===== config.mk =====
export PLATFORM = sky130hd
export DESIGN_NAME = pwr_standby_seq
export DESIGN_NICKNAME = d
export VERILOG_FILES = /design/src/rtl/pwr_seq_pkg.sv /design/src/rtl/wake_qual.sv /design/src/rtl/settle_timer.sv /design/src/rtl/pwr_standby_seq.sv
export SDC_FILE = /design/constraint.sdc
export NUM_CORES = 1
export LEC_CHECK = 0
export ABC_AREA = 1
export CELL_PAD_IN_SITES_DETAIL_PLACEMENT = 1
export CELL_PAD_IN_SITES_GLOBAL_PLACEMENT = 1
export CORE_ASPECT_RATIO = 0.75
export CORE_MARGIN = 5
export CORE_UTILIZATION = 47
export CTS_CLUSTER_DIAMETER = 60
export DETAILED_ROUTE_END_ITERATION = 12
export DONT_BUFFER_PORTS = 1
export GPL_TIMING_DRIVEN = 0
export PLACE_DENSITY_LB_ADDON = 0.1
export SLEW_MARGIN = 20
export SYNTH_ARGS = -nofsm -noshare
export SYNTH_HDL_FRONTEND = slang
export SYNTH_SLANG_ARGS = --single-unit

===== constraint.sdc =====
create_clock -name clk -period 4.2 [get_ports clk]
set_clock_uncertainty 0.05 [all_clocks]
set_input_delay 0.21 -clock clk [delete_from_list [all_inputs] [get_ports clk]]
set_output_delay 0.21 -clock clk [all_outputs]
set_load 0.05 [all_outputs]

===== src/rtl/pwr_seq_pkg.sv =====
package pwr_seq_pkg;

    typedef enum logic [2:0] {
        PM_ACTIVE,
        PM_SLEEP,
        PM_SWSTBY,
        PM_SETTLE,
        PM_RSTWAKE,
        PM_HWSTBY
    } pmode_e;

    typedef struct packed {
        logic osc;
        logic cpu;
        logic per;
        logic adc_rst;
    } clk_ctl_t;

    // Clock and reset levels held in each mode
    function automatic clk_ctl_t mode_levels(input pmode_e m);
        clk_ctl_t c;
        unique case (m)
            PM_ACTIVE:  c = '{osc: 1'b1, cpu: 1'b1, per: 1'b1, adc_rst: 1'b0};
            PM_SLEEP:   c = '{osc: 1'b1, cpu: 1'b0, per: 1'b1, adc_rst: 1'b0};
            PM_SWSTBY:  c = '{osc: 1'b0, cpu: 1'b0, per: 1'b0, adc_rst: 1'b1};
            PM_SETTLE:  c = '{osc: 1'b1, cpu: 1'b0, per: 1'b0, adc_rst: 1'b1};
            PM_RSTWAKE: c = '{osc: 1'b1, cpu: 1'b1, per: 1'b1, adc_rst: 1'b0};
            PM_HWSTBY:  c = '{osc: 1'b0, cpu: 1'b0, per: 1'b0, adc_rst: 1'b1};
            default:    c = '{osc: 1'b1, cpu: 1'b1, per: 1'b1, adc_rst: 1'b0};
        endcase
        return c;
    endfunction

endpackage


===== src/rtl/wake_qual.sv =====
module wake_qual #(
    parameter int          IRQ_N         = 6,
    parameter int          WKP_N         = 8,
    parameter logic [IRQ_N-1:0] IRQ_WAKE_MASK = 6'b111011
) (
    input  logic             nmi,
    input  logic [IRQ_N-1:0] irq,
    input  logic [IRQ_N-1:0] irq_en,
    input  logic [IRQ_N-1:0] irq_xfer,
    input  logic [WKP_N-1:0] wkp,
    input  logic [WKP_N-1:0] wkp_en,
    input  logic [WKP_N-1:0] wkp_xfer,
    input  logic             cpu_mask,
    output logic             wake
);

    logic [IRQ_N-1:0] irq_ok;
    logic [WKP_N-1:0] wkp_ok;

    for (genvar i = 0; i < IRQ_N; i++) begin : g_irq
        // Lines absent from the wake mask never qualify
        assign irq_ok[i] = IRQ_WAKE_MASK[i] & irq[i] & irq_en[i] & ~irq_xfer[i];
    end

    for (genvar j = 0; j < WKP_N; j++) begin : g_wkp
        assign wkp_ok[j] = wkp[j] & wkp_en[j] & ~wkp_xfer[j];
    end

    assign wake = nmi | (~cpu_mask & ((|irq_ok) | (|wkp_ok)));

endmodule


===== src/rtl/settle_timer.sv =====
module settle_timer #(
    parameter int SEL_W     = 3,
    parameter int BASE_LOG2 = 13,
    parameter int ALT_LOG2  = 11,
    parameter int MIN_LOG2  = 4
) (
    input  logic             clk,
    input  logic             rst_n,
    input  logic             load,
    input  logic             run,
    input  logic [SEL_W-1:0] sel,
    output logic             done
);

    // Codes 0..DOUBLE_CODES-1 double the base interval each step
    localparam int DOUBLE_CODES = 6;
    localparam int CNT_W        = BASE_LOG2 + DOUBLE_CODES - 1;
    localparam logic [CNT_W-1:0] ONES = {CNT_W{1'b1}};

    logic [CNT_W-1:0] cnt;
    logic [CNT_W-1:0] wait_m1;

    always_comb begin
        if (int'(sel) == DOUBLE_CODES)
            wait_m1 = ONES >> (CNT_W - ALT_LOG2);
        else if (int'(sel) > DOUBLE_CODES)
            wait_m1 = ONES >> (CNT_W - MIN_LOG2);
        else
            wait_m1 = ONES >> (DOUBLE_CODES - 1 - int'(sel));
    end

    always_ff @(posedge clk or negedge rst_n) begin
        if (!rst_n)
            cnt <= '0;
        else if (load)
            cnt <= wait_m1;
        else if (run && cnt != '0)
            cnt <= cnt - 1'b1;
    end

    assign done = (cnt == '0);

endmodule


===== src/rtl/pwr_standby_seq.sv =====
module pwr_standby_seq
    import pwr_seq_pkg::*;
#(
    parameter int          IRQ_N         = 6,
    parameter int          WKP_N         = 8,
    parameter logic [IRQ_N-1:0] IRQ_WAKE_MASK = 6'b111011,
    parameter int          SEL_W         = 3,
    parameter int          BASE_LOG2     = 13,
    parameter int          ALT_LOG2      = 11,
    parameter int          MIN_LOG2      = 4
) (
    input  logic             clk,
    input  logic             rst_n,
    input  logic             sleep_stb,
    input  logic             stby_sel,
    input  logic             lowspd_sel,
    input  logic             wdt_clksel,
    input  logic [SEL_W-1:0] settle_sel,
    input  logic             nmi,
    input  logic [IRQ_N-1:0] irq,
    input  logic [IRQ_N-1:0] irq_en,
    input  logic [IRQ_N-1:0] irq_xfer,
    input  logic [WKP_N-1:0] wkp,
    input  logic [WKP_N-1:0] wkp_en,
    input  logic [WKP_N-1:0] wkp_xfer,
    input  logic             cpu_mask,
    input  logic             resn_pin,
    input  logic             stbyn_pin,
    output logic             osc_en,
    output logic             cpu_clk_en,
    output logic             per_clk_en,
    output logic             adc_rst,
    output logic             irq_exc_start,
    output logic             rst_exc_start
);

    pmode_e   state, nxt;
    clk_ctl_t lv;
    logic     wake;
    logic     settle_done;
    logic     settle_load;
    logic     settle_run;

    wake_qual #(
        .IRQ_N        (IRQ_N),
        .WKP_N        (WKP_N),
        .IRQ_WAKE_MASK(IRQ_WAKE_MASK)
    ) u_wake (
        .nmi     (nmi),
        .irq     (irq),
        .irq_en  (irq_en),
        .irq_xfer(irq_xfer),
        .wkp     (wkp),
        .wkp_en  (wkp_en),
        .wkp_xfer(wkp_xfer),
        .cpu_mask(cpu_mask),
        .wake    (wake)
    );

    assign settle_load = (state == PM_SWSTBY) && (nxt == PM_SETTLE);
    assign settle_run  = (state == PM_SETTLE);

    settle_timer #(
        .SEL_W    (SEL_W),
        .BASE_LOG2(BASE_LOG2),
        .ALT_LOG2 (ALT_LOG2),
        .MIN_LOG2 (MIN_LOG2)
    ) u_settle (
        .clk  (clk),
        .rst_n(rst_n),
        .load (settle_load),
        .run  (settle_run),
        .sel  (settle_sel),
        .done (settle_done)
    );

    // Next-mode selection; the standby pin outranks every other source
    always_comb begin
        nxt = state;
        if (!stbyn_pin) begin
            nxt = PM_HWSTBY;
        end else begin
            unique case (state)
                PM_ACTIVE: begin
                    if (!resn_pin)
                        nxt = PM_RSTWAKE;
                    else if (sleep_stb && !stby_sel)
                        nxt = PM_SLEEP;
                    else if (sleep_stb && !lowspd_sel && !wdt_clksel)
                        nxt = PM_SWSTBY;
                end
                PM_SLEEP: begin
                    if (!resn_pin)  nxt = PM_RSTWAKE;
                    else if (wake)  nxt = PM_ACTIVE;
                end
                PM_SWSTBY: begin
                    if (!resn_pin)  nxt = PM_RSTWAKE;
                    else if (wake)  nxt = PM_SETTLE;
                end
                PM_SETTLE: begin
                    if (!resn_pin)        nxt = PM_RSTWAKE;
                    else if (settle_done) nxt = PM_ACTIVE;
                end
                PM_RSTWAKE: begin
                    if (resn_pin)   nxt = PM_ACTIVE;
                end
                PM_HWSTBY: begin
                    if (!resn_pin)  nxt = PM_RSTWAKE;
                end
                default: nxt = PM_ACTIVE;
            endcase
        end
    end

    // State register
    always_ff @(posedge clk or negedge rst_n) begin
        if (!rst_n) state <= PM_ACTIVE;
        else        state <= nxt;
    end

    assign lv = mode_levels(nxt);

    // Output register: levels follow the mode, exception starts mark exits
    always_ff @(posedge clk or negedge rst_n) begin
        if (!rst_n) begin
            osc_en        <= 1'b1;
            cpu_clk_en    <= 1'b1;
            per_clk_en    <= 1'b1;
            adc_rst       <= 1'b0;
            irq_exc_start <= 1'b0;
            rst_exc_start <= 1'b0;
        end else begin
            osc_en        <= lv.osc;
            cpu_clk_en    <= lv.cpu;
            per_clk_en    <= lv.per;
            adc_rst       <= lv.adc_rst;
            irq_exc_start <= (nxt == PM_ACTIVE) &&
                             ((state == PM_SETTLE) || (state == PM_SLEEP));
            rst_exc_start <= (nxt == PM_ACTIVE) && (state == PM_RSTWAKE);
        end
    end

endmodule


==> results.md, run 1 <==
* Post-Layout Cell Count at 341
* Sw Pwr at 0.130 mW
* Ys Warns at 0
* Root Driver: clkbuf_8
* Worst Min Path Start: stbyn_pin
* Final number of hold-violating endpoints at 0
* Nature of the critical path startpoint: flip-flop
* P_int at 0.351 mW
* Capturing point of the worst reg2reg path: u_settle.cnt[15]
* Global-route wire length before repair at 8370 µm
* Hold-critical path endpoint: state[0]
* CTS tree: done
* Clock network power share at 31.2%
* Final wirelength at 4800 µm
* Syn Area/Cell at 6.78 µm²
* Tcrit/Tclk final at 56.2%
* Inserted Diodes at 0
* Setup TNS Final at 0 ns
* Worst EP required at 4.32 ns
* Worst hold path class: input port to flip-flop
* Tmin final at 2.36 ns
* TritonRoute pass-1 iters at 4
* Fillers at 523
* Seq cells post-synth at 27
* Max_slew headroom at 67.9%
* Grt ovf at 0
* Net Sw Frac at 27.0%
* Worst-path maximum fanout at 10
* Reg2Reg Launch Point: u_settle.cnt[0]
* Initial core utilization at 47.5%
* Skew-Pair Late Insertion Delay at 0.27 ns
* F_max at 424 MHz
* Hold slack at 0.0253 ns
* Core Footprint at 0.00398 mm²
* Commonest non-fill, non-tap cells in the layout: nand2_1, nor2_1, inv_1, dfrtp_1, nand3_1
* Final Instance Area at 0.00205 mm²
* Synth Instances at 279
* IO Port Bufs at 0
* Mapped Area at 0.00189 mm²
* Post-synthesis sequential area ratio at 35.9%
* NumNets Final at 346
* Mapped Nets at 338
* Total power draw at 0.481 mW
* Avg WL per Cell at 14.1 µm
* Io pins at 61
* Synth cell types at 29
* # placed instances at 334
* Die Wd at 83.3 µm
* Initial DRC count at 99
* Peak VDD IR at 0.000107 V
* Top Layer Used: met4
* Clock tree buffer depth at 2
* Post-CTS resize count at 0
* Pin count of the biggest net entering global routing at 28
* CTS Hold Bufs at 3
* Die area at 0.00541 mm²
* Worst reg2reg setup slack at 1.84 ns
* Commonest non-fill, non-tap cell in the layout: nand2_1
* GRT Util Overall at 18.9%
* Rows at 20
* Max-cap violations at 0
* CP endpoint kind: flip-flop
* Metal3 WL at 230 µm
* Total CTS buffers at 3
* Initial antenna violation count at 0
* Max-slew violations at 0
* Antenna-violating nets left at 0
* Status: completed
* Critical path data arrival time at 2.48 ns
* GPL Wtd Cong at 0.826
* CTS clk-pin slew, worst paths at 0.09 ns
* DRC Markers at 0
* WS Path Type: flip-flop to flip-flop
* Flop pwr share at 59.4%
* RSZ-0062 raised after global routing: false
* CTS Sinks at 27
* Vias in the first global route at 1,775
* Die span in y at 64.9 µm
* Area Overhead vs Synth at 8.20%
* Tightest Pin Transition at 0.479 ns
* H-tree depth at 1
* Final setup viols at 0
* Hpwl dp at 3790 µm
* Vias per inst at 5.03
* Hold Path Stages at 1
* Register-to-Register Path Depth at 14
* LEAKAGE at 1.09 nW
* Post-DP Area at 0.00196 mm²
* Met1 Wirelength at 2380 µm
* Layout cells sized above 1 at 10.8%
* # Post-CTS Setup Buffers at 0
* Routed wl met2 at 2170 µm
* DR vias at 1,714
* Gate power share at 9.4%
* PwrDens at 235 mW/mm²
[cell families after synthesis]
| logic type | count (synthesis) | share of synthesized area [%] |
|---|---|---|
| compound gates | 17 | 4.76 |
| xor+xnor | 10 | 4.63 |
| fa+ha+maj | 4 | 2.65 |
| buf+inv | 34 | 7.94 |
| flops | 27 | 35.9 |
| simple gates | 187 | 44.1 |
[cells in the mapped netlist, drive strengths merged]
master  number  area [µm²]
nand3b       4        30.0
xor2         5        43.8
ha           4        50.1
nand3       20         123
nand4        6        43.8
a21oi        6        33.8
dfstp        3        78.8
buf          4        37.5
nand2      107         417
or2          3        18.8
nor3         5        35.0
o22ai        1        6.26
nor4         1        6.26
dfrtp       24         601
o21ai       10        50.0
nor2        41         161
xnor2        5        43.8
inv         30         113
[power by group through the flow]
stage,Clock (mW),Combinational (mW),Sequential (mW)
floorplan,0,0.0297,0.290
global placement,0,0.0350,0.291
detailed placement,0,0.0368,0.291
CTS,0.156,0.0462,0.286
global route,0.172,0.0530,0.287
finish,0.150,0.0453,0.286
[layer usage]
layer | up-vias | global-route usage, %
met5 | - | 0
met4 | 0 | 4.08
met3 | 2 | 3.81
met2 | 34 | 31.0
met1 | 788 | 26.0
li1 | 890 | -
[registers in the layout, indices dropped and copies added, names as in the netlist]
register / flops
u_settle.cnt: 18
adc_rst: 1
per_clk_en: 1
osc_en: 1
cpu_clk_en: 1
rst_exc_start: 1
state: 3
irq_exc_start: 1
[cell type report]
cell class	count	area, µm²	area share, %
repair buffers	3	40.0	1.96
clock buffers	3	41.3	2.02
clock inverters	1	5.00	0.244
plain buffers	4	37.5	1.83
flip-flops and latches	27	679	33.2
inverters	30	113	5.50
well taps	55	68.8	3.36
multi-input cells	218	1060	51.9
[worst max-delay path, cell delays in order (launching register included)]
cell	delay [ns]
dfrtp_1	0.41
inv_1	0.08
ha_1	0.22
nand3_2	0.14
nor2_2	0.22
nand4_2	0.16
nand2_4	0.17
nand2_2	0.08
nand2_2	0.08
nand3_4	0.12
nand3_2	0.14
buf_4	0.19
nand2_1	0.06
o21ai_1	0.09
nand2_1	0.06
[worst max-delay path by stage]
stage,start,endpoint,slack [ns],cells past startpoint
after global placement,u_settle.cnt[0],u_settle.cnt[15],1.91,14
after detailed placement,u_settle.cnt[0],u_settle.cnt[16],1.86,14
after floorplan,u_settle.cnt[0],u_settle.cnt[16],2.24,14
after global routing,u_settle.cnt[0],u_settle.cnt[15],1.65,14
after CTS,u_settle.cnt[0],u_settle.cnt[15],1.82,14
final,u_settle.cnt[0],u_settle.cnt[15],1.84,14
[per-stage QoR]
stage / worst slack, ns / utilization (%)
finish: 1.84 / 51.4
global route: 1.65 / 51.4
CTS: 1.82 / 51.4
detailed placement: 1.86 / 49.3
global placement: 1.91 / 49.3
floorplan: 2.24 / -
Power figures use the tool's default switching activity.
==> run 2, diff against run 1 <==
- CORE_UTILIZATION: 47 -> 43
- clock period: 4.2 -> 2.2 ns (I/O delays scaled with it)
==> run 2 against run 1 <==
Compared with the run above:
- sequential power is 91% higher
- die area up 8.0%
- cell count grew 2.6%
- clock power up 100%
- global-route usage shrank 0.28 points
- combinational power increased by 120%
- setup slack got worse by 1.7 ns
==> results.md, run 2 (synthesized netlist as in run 1, its figures left out) <==
* Status: completed
* Nature of the critical path startpoint: flip-flop
* Rows at 20 (unchanged)
* Hold slack at 0.0556 ns (+0.0304 ns)
* Final number of hold-violating endpoints at 0 (unchanged)
* Final Util at 52.9% (+1.4 points)
* Max_slew headroom at 69.8% (+1.9 points)
* Met2 GRT Util at 30.8% (-0.18 points)
* Top reg by flops: u_settle.cnt
* IO Port Bufs at 0 (unchanged)
* Cell family with most CP delay: simple AND/OR/NAND/NOR gates
* GPL Wtd Cong at 0.785 (-4.9%)
* GR Util met3 at 3.78% (-0.031 points)
* RSZ-0062 raised after global routing: true
* Antenna-violating nets left at 0 (unchanged)
* Global-route wire length before repair at 8510 µm (+1.7%)
* Fillers at 549 (+5.0%)
* Total CTS buffers at 3 (unchanged)
* PwrDens at 431 mW/mm² (+83%)
* Final Instance Area at 0.00220 mm² (+7.3%)
* Critical-path top delay cell: dfrtp_1
* Grt ovf at 0 (unchanged)
* Tightest Pin Transition at 0.454 ns (-0.0251 ns)
* FF+latch area at 679 µm² (unchanged)
* Pin count of the biggest net entering global routing at 28 (unchanged)
* Peak VDD IR at 0.000242 V (+130%)
* Layout cells sized above 1 at 15.6% (+4.8 points)
* Initial core utilization at 45.5% (-2.0 points)
* Max incr delay on CP at 0.46 ns (+0.05 ns)
* WS Path Type: flip-flop to flip-flop
* Inserted Diodes at 0 (unchanged)
* CTS Sinks at 27 (unchanged)
* Multi-input logic area at 0.00113 mm² (+6.6%)
* Total power draw at 0.947 mW (+97%)
* CTS clk-pin slew, worst paths at 0.10 ns (about the same)
* CTS tree: done
* Core Footprint at 0.00415 mm² (+4.4%)
* GRT Max-Usage Layer: met2
* Largest regs: u_settle.cnt: 18 flops, state: 3 flops
* Most frequent CP cell: nand2_1
* F_max at 479 MHz (+13%)
* Vias per inst at 5.15 (+2.4%)
* Initial DRC count at 67 (-32%)
* Worst hold path class: input port to flip-flop
* Tmin final at 2.09 ns (-0.273 ns)
* LEAKAGE at 1.12 nW (+3.4%)
* Io pins at 61 (unchanged)
* Post-DP Area at 0.00196 mm² (unchanged)
* Final setup viols at 0 (unchanged)
* Met1 Use GR at 25.6% (-0.40 points)
* Critical path data arrival time at 2.21 ns (-0.27 ns)
* CP Cell Sequence: inv_1 > nor3_4 > a21oi_1 > a21oi_4 > nand3_4 > nand2_2 > inv_2 > buf_6 > nand2_1 > nand2_1
* Worst-path maximum fanout at 10 (unchanged)
* Clock tree buffer depth at 2 (unchanged)
* Die area at 0.00584 mm² (+8.0%)
* Max-cap violations at 0 (unchanged)
* Area Overhead vs Synth at 16.1%
* CP endpoint kind: flip-flop
* H-tree depth at 1 (unchanged)
* Hpwl dp at 3770 µm (-0.60%)
* DR vias at 1,801 (+5.1%)
* Max reg flops at 18 (unchanged)
* Root Driver: clkbuf_8
* Worst EP required at 2.33 ns (-1.99 ns)
* WP buf/inv at 3 (+1)
* Vias in the first global route at 1,850 (+4.2%)
* Tcrit/Tclk final at 94.9% (+39 points)
* Die span in y at 67.4 µm (+3.8%)
* Die Wd at 86.6 µm (+4.0%)
* Skew-Pair Late Insertion Delay at 0.28 ns (about the same)
* GRT Util Overall at 18.7% (-0.28 points)
* Max-slew violations at 0 (unchanged)
* DRC Markers at 0 (unchanged)
* Commonest non-fill, non-tap cells in the layout: nand2_1, nor2_1, inv_1, dfrtp_1, nand3_1
* Final wirelength at 5190 µm (+8.2%)
* Avg WL per Cell at 14.8 µm (+5.4%)
* Initial antenna violation count at 0 (unchanged)
* NumNets Final at 355 (+2.6%)
* TritonRoute pass-1 iters at 4 (unchanged)
* Commonest non-fill, non-tap cell in the layout: nand2_1
run 2: timing repair:
action                                  CTS  global route
buffers inserted                          2             5
endpoints found under the hold margin    31             0
hold buffers                              5             0
gates resized for setup                   2            16
endpoints found under the setup margin   15            20
pin swaps                                 2             5
run 2: layout make-up:
class | count | area share (%)
multi-input combinational | 218 | 51.6
sequential | 27 | 30.9
timing repair buffer | 12 | 5.13
inverter | 30 | 5.13
tap | 55 | 3.13
clock buffer | 3 | 1.88
buffer | 4 | 1.88
clock inverter | 1 | 0.342
run 2: routing by layer:
| metal | vias to the layer above | share of wire [%] |
|---|---|---|
| li1 | 904 | - |
| met1 | 848 | 48 |
| met2 | 42 | 46 |
| met3 | 7 | 4.6 |
| met4 | 0 | 0.93 |
| met5 | - | 0 |
run 2: stage by stage:
step | setup WS (ns) | std cells | setup TNS [ns]
2_1_floorplan | 0.235 | 279 | 0
6_report | 0.112 | 350 | 0
3_3_place_gp | -0.0614 | 334 | -0.528
3_5_place_dp | -0.0713 | 334 | -0.800
4_1_cts | 0.00121 | 345 | 0
5_1_grt | -0.0356 | 350 | -0.113
run 2: worst paths after layout:
check	from	to	slack, ns	cells after the start
min in group asynchronous	rst_n	adc_rst	0.21	2
worst max register to register	state[1]	u_settle.cnt[15]	0.11	10
worst min register to register	u_settle.cnt[16]	u_settle.cnt[16]	0.48	2
max in group asynchronous	rst_n	cpu_clk_en	1.67	2
worst max-delay path	state[1]	u_settle.cnt[15]	0.11	10
worst min-delay path	settle_sel[0]	u_settle.cnt[17]	0.06	4
run 2: worst reg2reg max path: cells and delay by family, from the launching register on:
family                 cells  cell delay (ns)
buffers and inverters      3             0.32
AO/OA/AOI/OAI              2             0.47
flip-flops                 1             0.46
AND/OR/NAND/NOR            5             0.69
run 2: where the power goes:
group          switching [mW]  total, mW  internal [mW]
Combinational          0.0590     0.0996         0.0406
Clock                   0.171      0.300          0.129
Sequential             0.0364      0.547          0.511
Total                   0.266      0.947          0.681
